`src/rtl/wdt_pkg.sv`:
```
`timescale 1ns/1ps
package wdt_pkg;
  // width of the timeout code field
  localparam int PRE_W = 3;
  // control field positions
  localparam int EN_BIT = 0;
  localparam int CHG_BIT = 1;
  localparam int PRE_LSB = 2;
  localparam int CTRL_W = PRE_LSB + PRE_W;

  // strobes from the register control to the datapath
  typedef struct packed {
    logic             cfgLoad;  // load enable and code together
    logic             enForce;  // turn enable on
    logic             cntClr;   // restart the count
    logic             flagClr;  // clear sticky flag
    logic             newEn;
    logic [PRE_W-1:0] newPre;
  } wdtStrobe_t;
endpackage

```
`src/rtl/wdt_ctrl.sv`:
```
`timescale 1ns/1ps
module wdt_ctrl
  import wdt_pkg::*;
#(
  parameter int WINDOW = 4
) (
  input  logic              clk,
  input  logic              rstN,
  input  logic              regWrEn,
  input  logic              regSel,
  input  logic [CTRL_W-1:0] regWrData,
  input  logic              curEn,
  output wdtStrobe_t        strobe,
  output logic              chgEn
);
  localparam int WIN_W = $clog2(WINDOW + 1);

  logic [WIN_W-1:0] winCnt;
  logic wrCtrl, wrStat, isUnlock, isCommit, winOpen;

  assign wrCtrl   = regWrEn & ~regSel;
  assign wrStat   = regWrEn & regSel;
  assign isUnlock = wrCtrl & regWrData[CHG_BIT] & regWrData[EN_BIT];
  assign isCommit = wrCtrl & ~regWrData[CHG_BIT];
  assign winOpen  = (winCnt != '0);
  assign chgEn    = winOpen;

  always_comb begin
    strobe = '0;
    strobe.newEn  = regWrData[EN_BIT];
    strobe.newPre = regWrData[PRE_LSB +: PRE_W];
    if (isCommit) begin
      if (winOpen) begin
        strobe.cfgLoad = 1'b1;
        strobe.cntClr  = 1'b1;
      end else if (regWrData[EN_BIT] && !curEn) begin
        strobe.enForce = 1'b1;
        strobe.cntClr  = 1'b1;
      end
    end
    if (isUnlock && !curEn) begin
      strobe.enForce = 1'b1;
      strobe.cntClr  = 1'b1;
    end
    strobe.flagClr = wrStat & ~regWrData[0];
  end

  always_ff @(posedge clk) begin
    if (!rstN) begin
      winCnt <= '0;
    end else if (isUnlock) begin
      winCnt <= WIN_W'(WINDOW);
    end else if (isCommit && winOpen) begin
      winCnt <= '0;
    end else if (winOpen) begin
      winCnt <= winCnt - 1'b1;
    end
  end
endmodule

```
`src/rtl/wdt_datapath.sv`:
```
`timescale 1ns/1ps
module wdt_datapath
  import wdt_pkg::*;
#(
  parameter int BASE_EXP = 14
) (
  input  logic             clk,
  input  logic             rstN,
  input  logic             tick,
  input  logic             kick,
  input  wdtStrobe_t       strobe,
  output logic             en,
  output logic [PRE_W-1:0] pre,
  output logic             flag,
  output logic             rstReq
);
  localparam int CNT_W = BASE_EXP + (1 << PRE_W);
  localparam int TAP_W = $clog2(CNT_W);

  logic [CNT_W-1:0] cnt, nextCnt;
  logic [TAP_W-1:0] tapIdx;
  logic expire;

  assign nextCnt = cnt + 1'b1;
  assign tapIdx  = TAP_W'(BASE_EXP) + TAP_W'(pre);
  assign expire  = en & tick & ~kick & nextCnt[tapIdx];

  always_ff @(posedge clk) begin
    if (!rstN) begin
      en     <= 1'b0;
      pre    <= '0;
      cnt    <= '0;
      flag   <= 1'b0;
      rstReq <= 1'b0;
    end else begin
      rstReq <= expire;
      if (strobe.cfgLoad) begin
        en  <= strobe.newEn;
        pre <= strobe.newPre;
      end else if (strobe.enForce) begin
        en <= 1'b1;
      end
      if (kick || strobe.cntClr || expire || !en) begin
        cnt <= '0;
      end else if (tick) begin
        cnt <= nextCnt;
      end
      if (expire) begin
        flag <= 1'b1;
      end else if (strobe.flagClr) begin
        flag <= 1'b0;
      end
    end
  end
endmodule

```
`src/rtl/wdt_top.sv`:
```
`timescale 1ns/1ps
module wdt_top
  import wdt_pkg::*;
#(
  parameter int BASE_EXP = 14,
  parameter int WINDOW   = 4
) (
  input  logic              clk,
  input  logic              rstN,
  input  logic              tick,
  input  logic              kick,
  input  logic              regWrEn,
  input  logic              regSel,
  input  logic [CTRL_W-1:0] regWrData,
  output logic [CTRL_W-1:0] ctrlRd,
  output logic              statusRd,
  output logic              wdtRstReq
);
  wdtStrobe_t       strobe;
  logic             en, chgEn, flag;
  logic [PRE_W-1:0] pre;

  wdt_ctrl #(.WINDOW(WINDOW)) u_ctrl (
    .clk(clk), .rstN(rstN), .regWrEn(regWrEn), .regSel(regSel),
    .regWrData(regWrData), .curEn(en), .strobe(strobe), .chgEn(chgEn)
  );

  wdt_datapath #(.BASE_EXP(BASE_EXP)) u_dp (
    .clk(clk), .rstN(rstN), .tick(tick), .kick(kick), .strobe(strobe),
    .en(en), .pre(pre), .flag(flag), .rstReq(wdtRstReq)
  );

  assign ctrlRd   = {pre, chgEn, en};
  assign statusRd = flag;
endmodule

```
`config.mk`:
```
export PLATFORM = sky130hd
export DESIGN_NAME = wdt_top
export DESIGN_NICKNAME = d
export VERILOG_FILES = /design/src/rtl/wdt_pkg.sv /design/src/rtl/wdt_ctrl.sv /design/src/rtl/wdt_datapath.sv /design/src/rtl/wdt_top.sv
export SDC_FILE = /design/constraint.sdc
export NUM_CORES = 1
export LEC_CHECK = 0
export ABC_AREA = 0
export BUFFER_PORTS_ARGS = -buffer_cell sky130_fd_sc_hd__buf_4
export CAP_MARGIN = 5
export CORE_MARGIN = 2
export CORE_UTILIZATION = 50
export DETAILED_ROUTE_END_ITERATION = 7
export PLACE_DENSITY = 0.66
export SETUP_SLACK_MARGIN = 0.4
export SLEW_MARGIN = 40
export SYNTH_ARGS = -nofsm -noshare
export SYNTH_HDL_FRONTEND = slang
export SYNTH_SLANG_ARGS = --single-unit
```
`constraint.sdc`:
```
create_clock -name clk -period 5.7 [get_ports clk]
set_input_delay 1.71 -clock clk [delete_from_list [all_inputs] [get_ports clk]]
set_output_delay 1.71 -clock clk [all_outputs]
set_load 0.005 [all_outputs]
```
; Yosys cells after proc, flatten, opt, wreduce, memory -nomap -nowiden
; Cells that the tools add are included.
[totals]
wordCells = 53
ff_bits = 31
out_inout_bits = 7
inputBits = 11
[classes]
reduce_logical = 13
order_cmp = 1
n_addsub = 3
bitwise = 14
muxes = 15
[op_table]
columns = op, count
row1 = 22-bit by 1-bit adder with 22-bit output (second input constant), 1
row2 = 3-bit 2-to-1 mux, 4
row3 = 1-bit AND, 9
row4 = 1-bit 2-to-1 mux, 8
row5 = 5-bit by 6-bit < comparator with 1-bit output (second input constant), 1
row6 = 3-bit nonzero test, 2
row7 = 4-bit by 3-bit adder with 5-bit output (first input constant), 1
row8 = 1-bit binary-select mux with 5-bit select, 1
row9 = 1-bit NOT, 5
row10 = 2-bit 2-to-1 mux, 2
row11 = 2-bit nonzero test, 2
row12 = 1-bit logical AND, 3
row13 = 1-bit logical OR, 3
row14 = 3-bit OR reduction, 1
row15 = 3-bit by 1-bit subtractor with 3-bit output (second input constant), 1
row16 = 2-bit OR reduction, 1
row17 = 1-bit zero test, 1

; Logic depth before layout (Yosys ltp)
[depth]
depth_word = 10
depth_mapped = 10
ltp_nobuf = 9

; Modules after synthesis
; From an unflattened synthesis, not the netlist that was laid out.
[hier_totals]
cells_unflattened = 250
hier_area_um2 = 2273.4
[by_module_without_submodules]
columns = mod, n_inst, cells_per_inst, seq_area_each_um2, area_each_um2
row1 = wdt_datapath, 1, 213, 560.5, 1986.9
row2 = wdt_ctrl, 1, 35, 60.1, 271.5
row3 = wdt_top, 1, 2, 0.0, 15.0

; Worst setup path after synthesis
; Ideal clock, no wire load.
[synth_timing]
path_type = in2reg
startpoint = input regWrEn
endpoint = register u_dp.cnt[0]
setup_time_ps = 136
path_buffers = 1
arrival_ps = 3253
required_time_ps = 5564
cell_stages = 5
slack_ps = 2310
cell_sequence = nor2b_1 -> nand3b_1 -> nand2_1 -> dlygate4sd3_1 -> nor3_2
[synth_via]
elab_chain_cells = 9
elab_cells_between_ends = 11
cone_classes = mux (2) / bitwise (4) / reduce/logical (5)
[synth_lines]
columns = item, line
row1 = "start, declared", wdt_top.sv:12  ; input logic regWrEn,
row2 = 1-bit AND (*), wdt_ctrl.sv:21  ; assign wrCtrl = regWrEn & ~regSel;
row3 = 1-bit AND (2 in series), wdt_ctrl.sv:23  ; assign isUnlock = wrCtrl & regWrData[CHG_BIT] & regWrData[EN_BIT];
row4 = 1-bit logical AND, wdt_ctrl.sv:41  ; if (isUnlock && !curEn) begin
row5 = 2-bit 2-to-1 mux (*), wdt_ctrl.sv:41
row6 = 1-bit logical OR (*) (3 in series), wdt_datapath.sv:43  ; if (kick || strobe.cntClr || expire || !en) begin
row7 = 2-bit OR reduction (no line) (*), n/a
row8 = "end signal, assigned", wdt_datapath.sv:46  ; cnt <= nextCnt;
row9 = "end, declared", wdt_datapath.sv:20  ; logic [CNT_W-1:0] cnt, nextCnt;
; Every way passes the cells marked *; elsewhere a longest branch is shown, timed or not.
; A chain may end at the register's enable or synchronous reset.

; Worst setup path after layout
[layout_timing]
startpoint = input tick
endpoint = register u_dp.rstReq
[layout_via]
elab_chain_cells = 3
[layout_lines]
columns = item, line
row1 = "start, declared", wdt_top.sv:10  ; input logic tick,
row2 = 1-bit AND (3 in series), wdt_datapath.sv:26  ; assign expire = en & tick & ~kick & nextCnt[tapIdx];
row3 = "end signal, assigned", wdt_datapath.sv:36  ; rstReq <= expire;
row4 = "end, declared", wdt_datapath.sv:15  ; output logic rstReq
; No other way between the ends.

==> impl_metrics.py <==
metrics = {
    "worst_setup_path": {
        "worstSetupEndpointType": "flip-flop",
        "reg2reg_to": "u_dp.flag$_SDFFE_PN0P_",
        "crit_path_end": "u_dp.rstReq$_SDFF_PN0_",
        "required_ns": 5.93,
        "critPathLaunchType": "input pin",
        "r2r_setup_slack_ns": 2.88,
        "regToRegStartpoint": "u_dp.cnt[11]$_SDFFE_PP0P_",
        "path_class": "in2reg",
        "crit_fanout": 17,
        "reg2regPathDepth": 8,
        "cp-startpoint": "tick",
        "arrival_ns": 3.32,
    },
    "power": {
        "switchingPower_w": 0.000140,
        "power_frac_clock": 0.329,
        "vdd_drop_max_uv": 159,
        "pwr-share-seq": 0.469,
        "p_int_w": 0.000361,
        "swShare": 0.279,
        "p_per_area_mw_per_mm2": 219,
        "comb_power_share": 0.203,
        "power_leakage_nw": 0.730,
    },
    "clocking": {
        "root_buffer": "clkbuf_8",
        "cts-resized-gates": 0,
        "clkTransAtPathRegs_ns": 0.06,
        "cts_max_path_buffers": 2,
        "ctsHoldBuffers": 0,
        "clk_latency_ns": 0.28,
        "tritoncts": "built",
        "htree_num_levels": 2,
        "cts_buffers": 5,
        "post_cts_buffers": 0,
        "cts_sinks": 31,
    },
    "layout": {
        "final_cell_mix": "dfxtp_1, nor3_2, buf_4",
        "drive_above_1_share": 0.253,
        "antenna_cells": 0,
        "nets": 256,
        "multi_input_area_mm2": 0.00134,
        "fillers": 375,
        "final_core_util": 0.568,
        "seq_area_um2": 621,
        "syn_to_final_growth_pct": 8.61,
        "mostFrequentLayoutCell": "dfxtp_1",
    },
    "drt": {
        "dr.pass1.iters": 4,
        "drc": 0,
        "drt_iter0_markers": 96,
        "postRouteAntennaNets": 0,
        "routed_via_density": 5.75,
        "vias": 1673,
        "wl_per_cell_um": 14.8,
        "wirelength_um": 4320,
    },
    "synthesis": {
        "yosysTopAreaCellShare": 0.295,
        "syn_area_mm2": 0.00211,
        "synth_cell_type_count": 55,
        "yosys_warnings": 0,
        "yosys.area_share.simple": 0.367,
        "synthTopCellsByArea": "dfxtp_1, nor3_2, xnor2_1",
        "synth_edf_count": 0,
        "synthCells": 226,
        "async_reset_ff_frac": 0,
        "synth_compound_area_frac": 0.0814,
        "ys.flop_type": "dfxtp_1",
        "syn_area_per_cell_um2": 9.32,
        "synth_adder_area_share": 0.0297,
        "synth_top_area_cell": "dfxtp_1",
        "ys_seq_area_frac": 0.295,
        "synth-xor-area-share": 0.133,
        "syn_nets": 242,
        "synthMuxAreaShare": 0.0243,
        "synth_top_family_by_area": "simple AND/OR/NAND/NOR gates",
        "synth.ff_latch_count": 31,
    },
    "sta": {
        "hold_viol_final": 0,
        "finalCritPeriodShare": 0.541,
        "fmax_mhz": 324,
        "setup_tns_ns": 0,
        "rsz0062_at_grt": "false",
        "layout_min_cycle_time_ns": 3.09,
        "slew_headroom": 0.610,
        "finClkSkew_ns": 0.00501,
        "worstMarginPinSlew_ns": 0.585,
        "setup_viol": 0,
        "drv_slew": 0,
    },
    "floorplan": {
        "core.rowCount": 23,
        "die_w_um": 68.9,
        "die_y_um": 68.9,
        "core_mm2": 0.00403,
        "ios": 18,
        "dieArea_mm2": 0.00475,
        "start_util": 0.523,
    },
    "grt": {
        "grt_usage": 0.208,
        "grt_max_degree": 23,
        "antenna_found_initial": 0,
        "grt_pass1_wl_um": 7240,
        "grt_pass1_vias": 1542,
        "grt-ovfl-total": 0,
    },
    "place": {
        "io_buffers": 17,
        "place.gp.congestion": 0.852,
        "hpwl_um": 3060,
    },
    "outcome": {
        "status": "finished clean",
    },
    "flow_run": {
        "cap_violations": 0,
    },
    "min_path": {
        "hold_class": "reg2reg",
    },
}
worst max-delay path: stages:
cell and delay (ns):
buf_4 0.20, nand2_1 0.07, a31oi_1 0.17, o211a_1 0.17, a41oi_1 0.07, a22oi_4 0.55
buf_16 0.22, and2_2 0.14
cell families after synthesis:
| kind of cell | after synthesis |
|---|---|
| adder cells (fa/ha/maj) | 5 |
| AO/OA/AOI/OAI | 20 |
| AND/OR/NAND/NOR | 115 |
| multiplexers | 5 |
| XOR/XNOR | 32 |
| buffers and inverters | 18 |
| flip-flops | 31 |
per-stage QoR:
| stage | instances | cell area [um^2] | total power (W) | hold WS (ns) | setup WS (ns) |
|---|---|---|---|---|---|
| after floorplan | 226 | 2110 | 0.000324 | 0.471 | 2.31 |
| after global placement | 282 | 2180 | 0.000336 | 0.489 | 2.17 |
| after global routing | 291 | 2290 | 0.000531 | 0.527 | 2.47 |
| after CTS | 291 | 2290 | 0.000510 | 0.503 | 2.64 |
| after detailed placement | 283 | 2210 | 0.000343 | 0.494 | 2.33 |
| final | 291 | 2290 | 0.000501 | 0.499 | 2.61 |
routing by layer:
metal | wire [um] | vias up | global-route usage | part of all wire
li1 | - | 842 | - | -
met1 | 2050 | 775 | 0.270 | 0.48
met2 | 1930 | 44 | 0.319 | 0.45
met3 | 239 | 12 | 0.0568 | 0.055
met4 | 96 | 0 | 0.103 | 0.022
met5 | 0 | - | 0 | 0
final cells by class:
| cell class | count | share of cell area |
|---|---|---|
| clock inverters | 1 | 0.00219 |
| inverters | 6 | 0.00984 |
| clock buffers | 7 | 0.0334 |
| flip-flops and latches | 31 | 0.271 |
| multi-input cells | 177 | 0.585 |
| repair buffers | 19 | 0.0711 |
| well taps | 50 | 0.0273 |
state kept, by name, indices dropped and copies added, names as in the netlist:
name,cells
u_dp.rstReq,1
u_dp.pre,3
u_dp.cnt,22
u_dp.flag,1
u_ctrl.winCnt,3
u_dp.en,1
how the worst min path moves through the flow:
stage                                  startpoint                             to  slack (ns)  cells after the start
finish              u_ctrl.winCnt[1]$_SDFFE_PP0N_  u_ctrl.winCnt[1]$_SDFFE_PP0N_        0.50                      2
global route               u_dp.flag$_SDFFE_PN0P_         u_dp.flag$_SDFFE_PN0P_        0.53                      1
CTS                 u_ctrl.winCnt[1]$_SDFFE_PP0N_  u_ctrl.winCnt[1]$_SDFFE_PP0N_        0.50                      2
detailed placement  u_ctrl.winCnt[1]$_SDFFE_PP0N_  u_ctrl.winCnt[1]$_SDFFE_PP0N_        0.49                      2
global placement    u_ctrl.winCnt[1]$_SDFFE_PP0N_  u_ctrl.winCnt[1]$_SDFFE_PP0N_        0.49                      2
floorplan           u_ctrl.winCnt[1]$_SDFFE_PP0N_  u_ctrl.winCnt[1]$_SDFFE_PP0N_        0.47                      2
power groups by stage:
stage / Sequential [W] / Combinational, W / Clock (W)
after detailed placement: 0.000240 / 0.000103 / 0
after global routing: 0.000237 / 0.000115 / 0.000179
final: 0.000235 / 0.000102 / 0.000165
after global placement: 0.000239 / 0.0000969 / 0
after CTS: 0.000235 / 0.000103 / 0.000172
after floorplan: 0.000237 / 0.0000864 / 0
synth_stat cells, types with 2 or more instances:
cell type	number
nor3_2	20
nor2b_1	6
xnor2_1	17
nor3_1	7
buf_6	3
inv_1	6
nor3_4	2
buf_4	3
nor2_1	13
nand3b_1	2
ha_1	5
o21ai_0	3
nor4_1	5
nand2_1	17
clkbuf_1	2
nand4_1	14
dfxtp_1	31
and2_2	2
nand3_1	13
a31oi_1	2
mux2i_1	4
and3_1	2
xor2_1	15
Power figures use the tool's default switching activity.
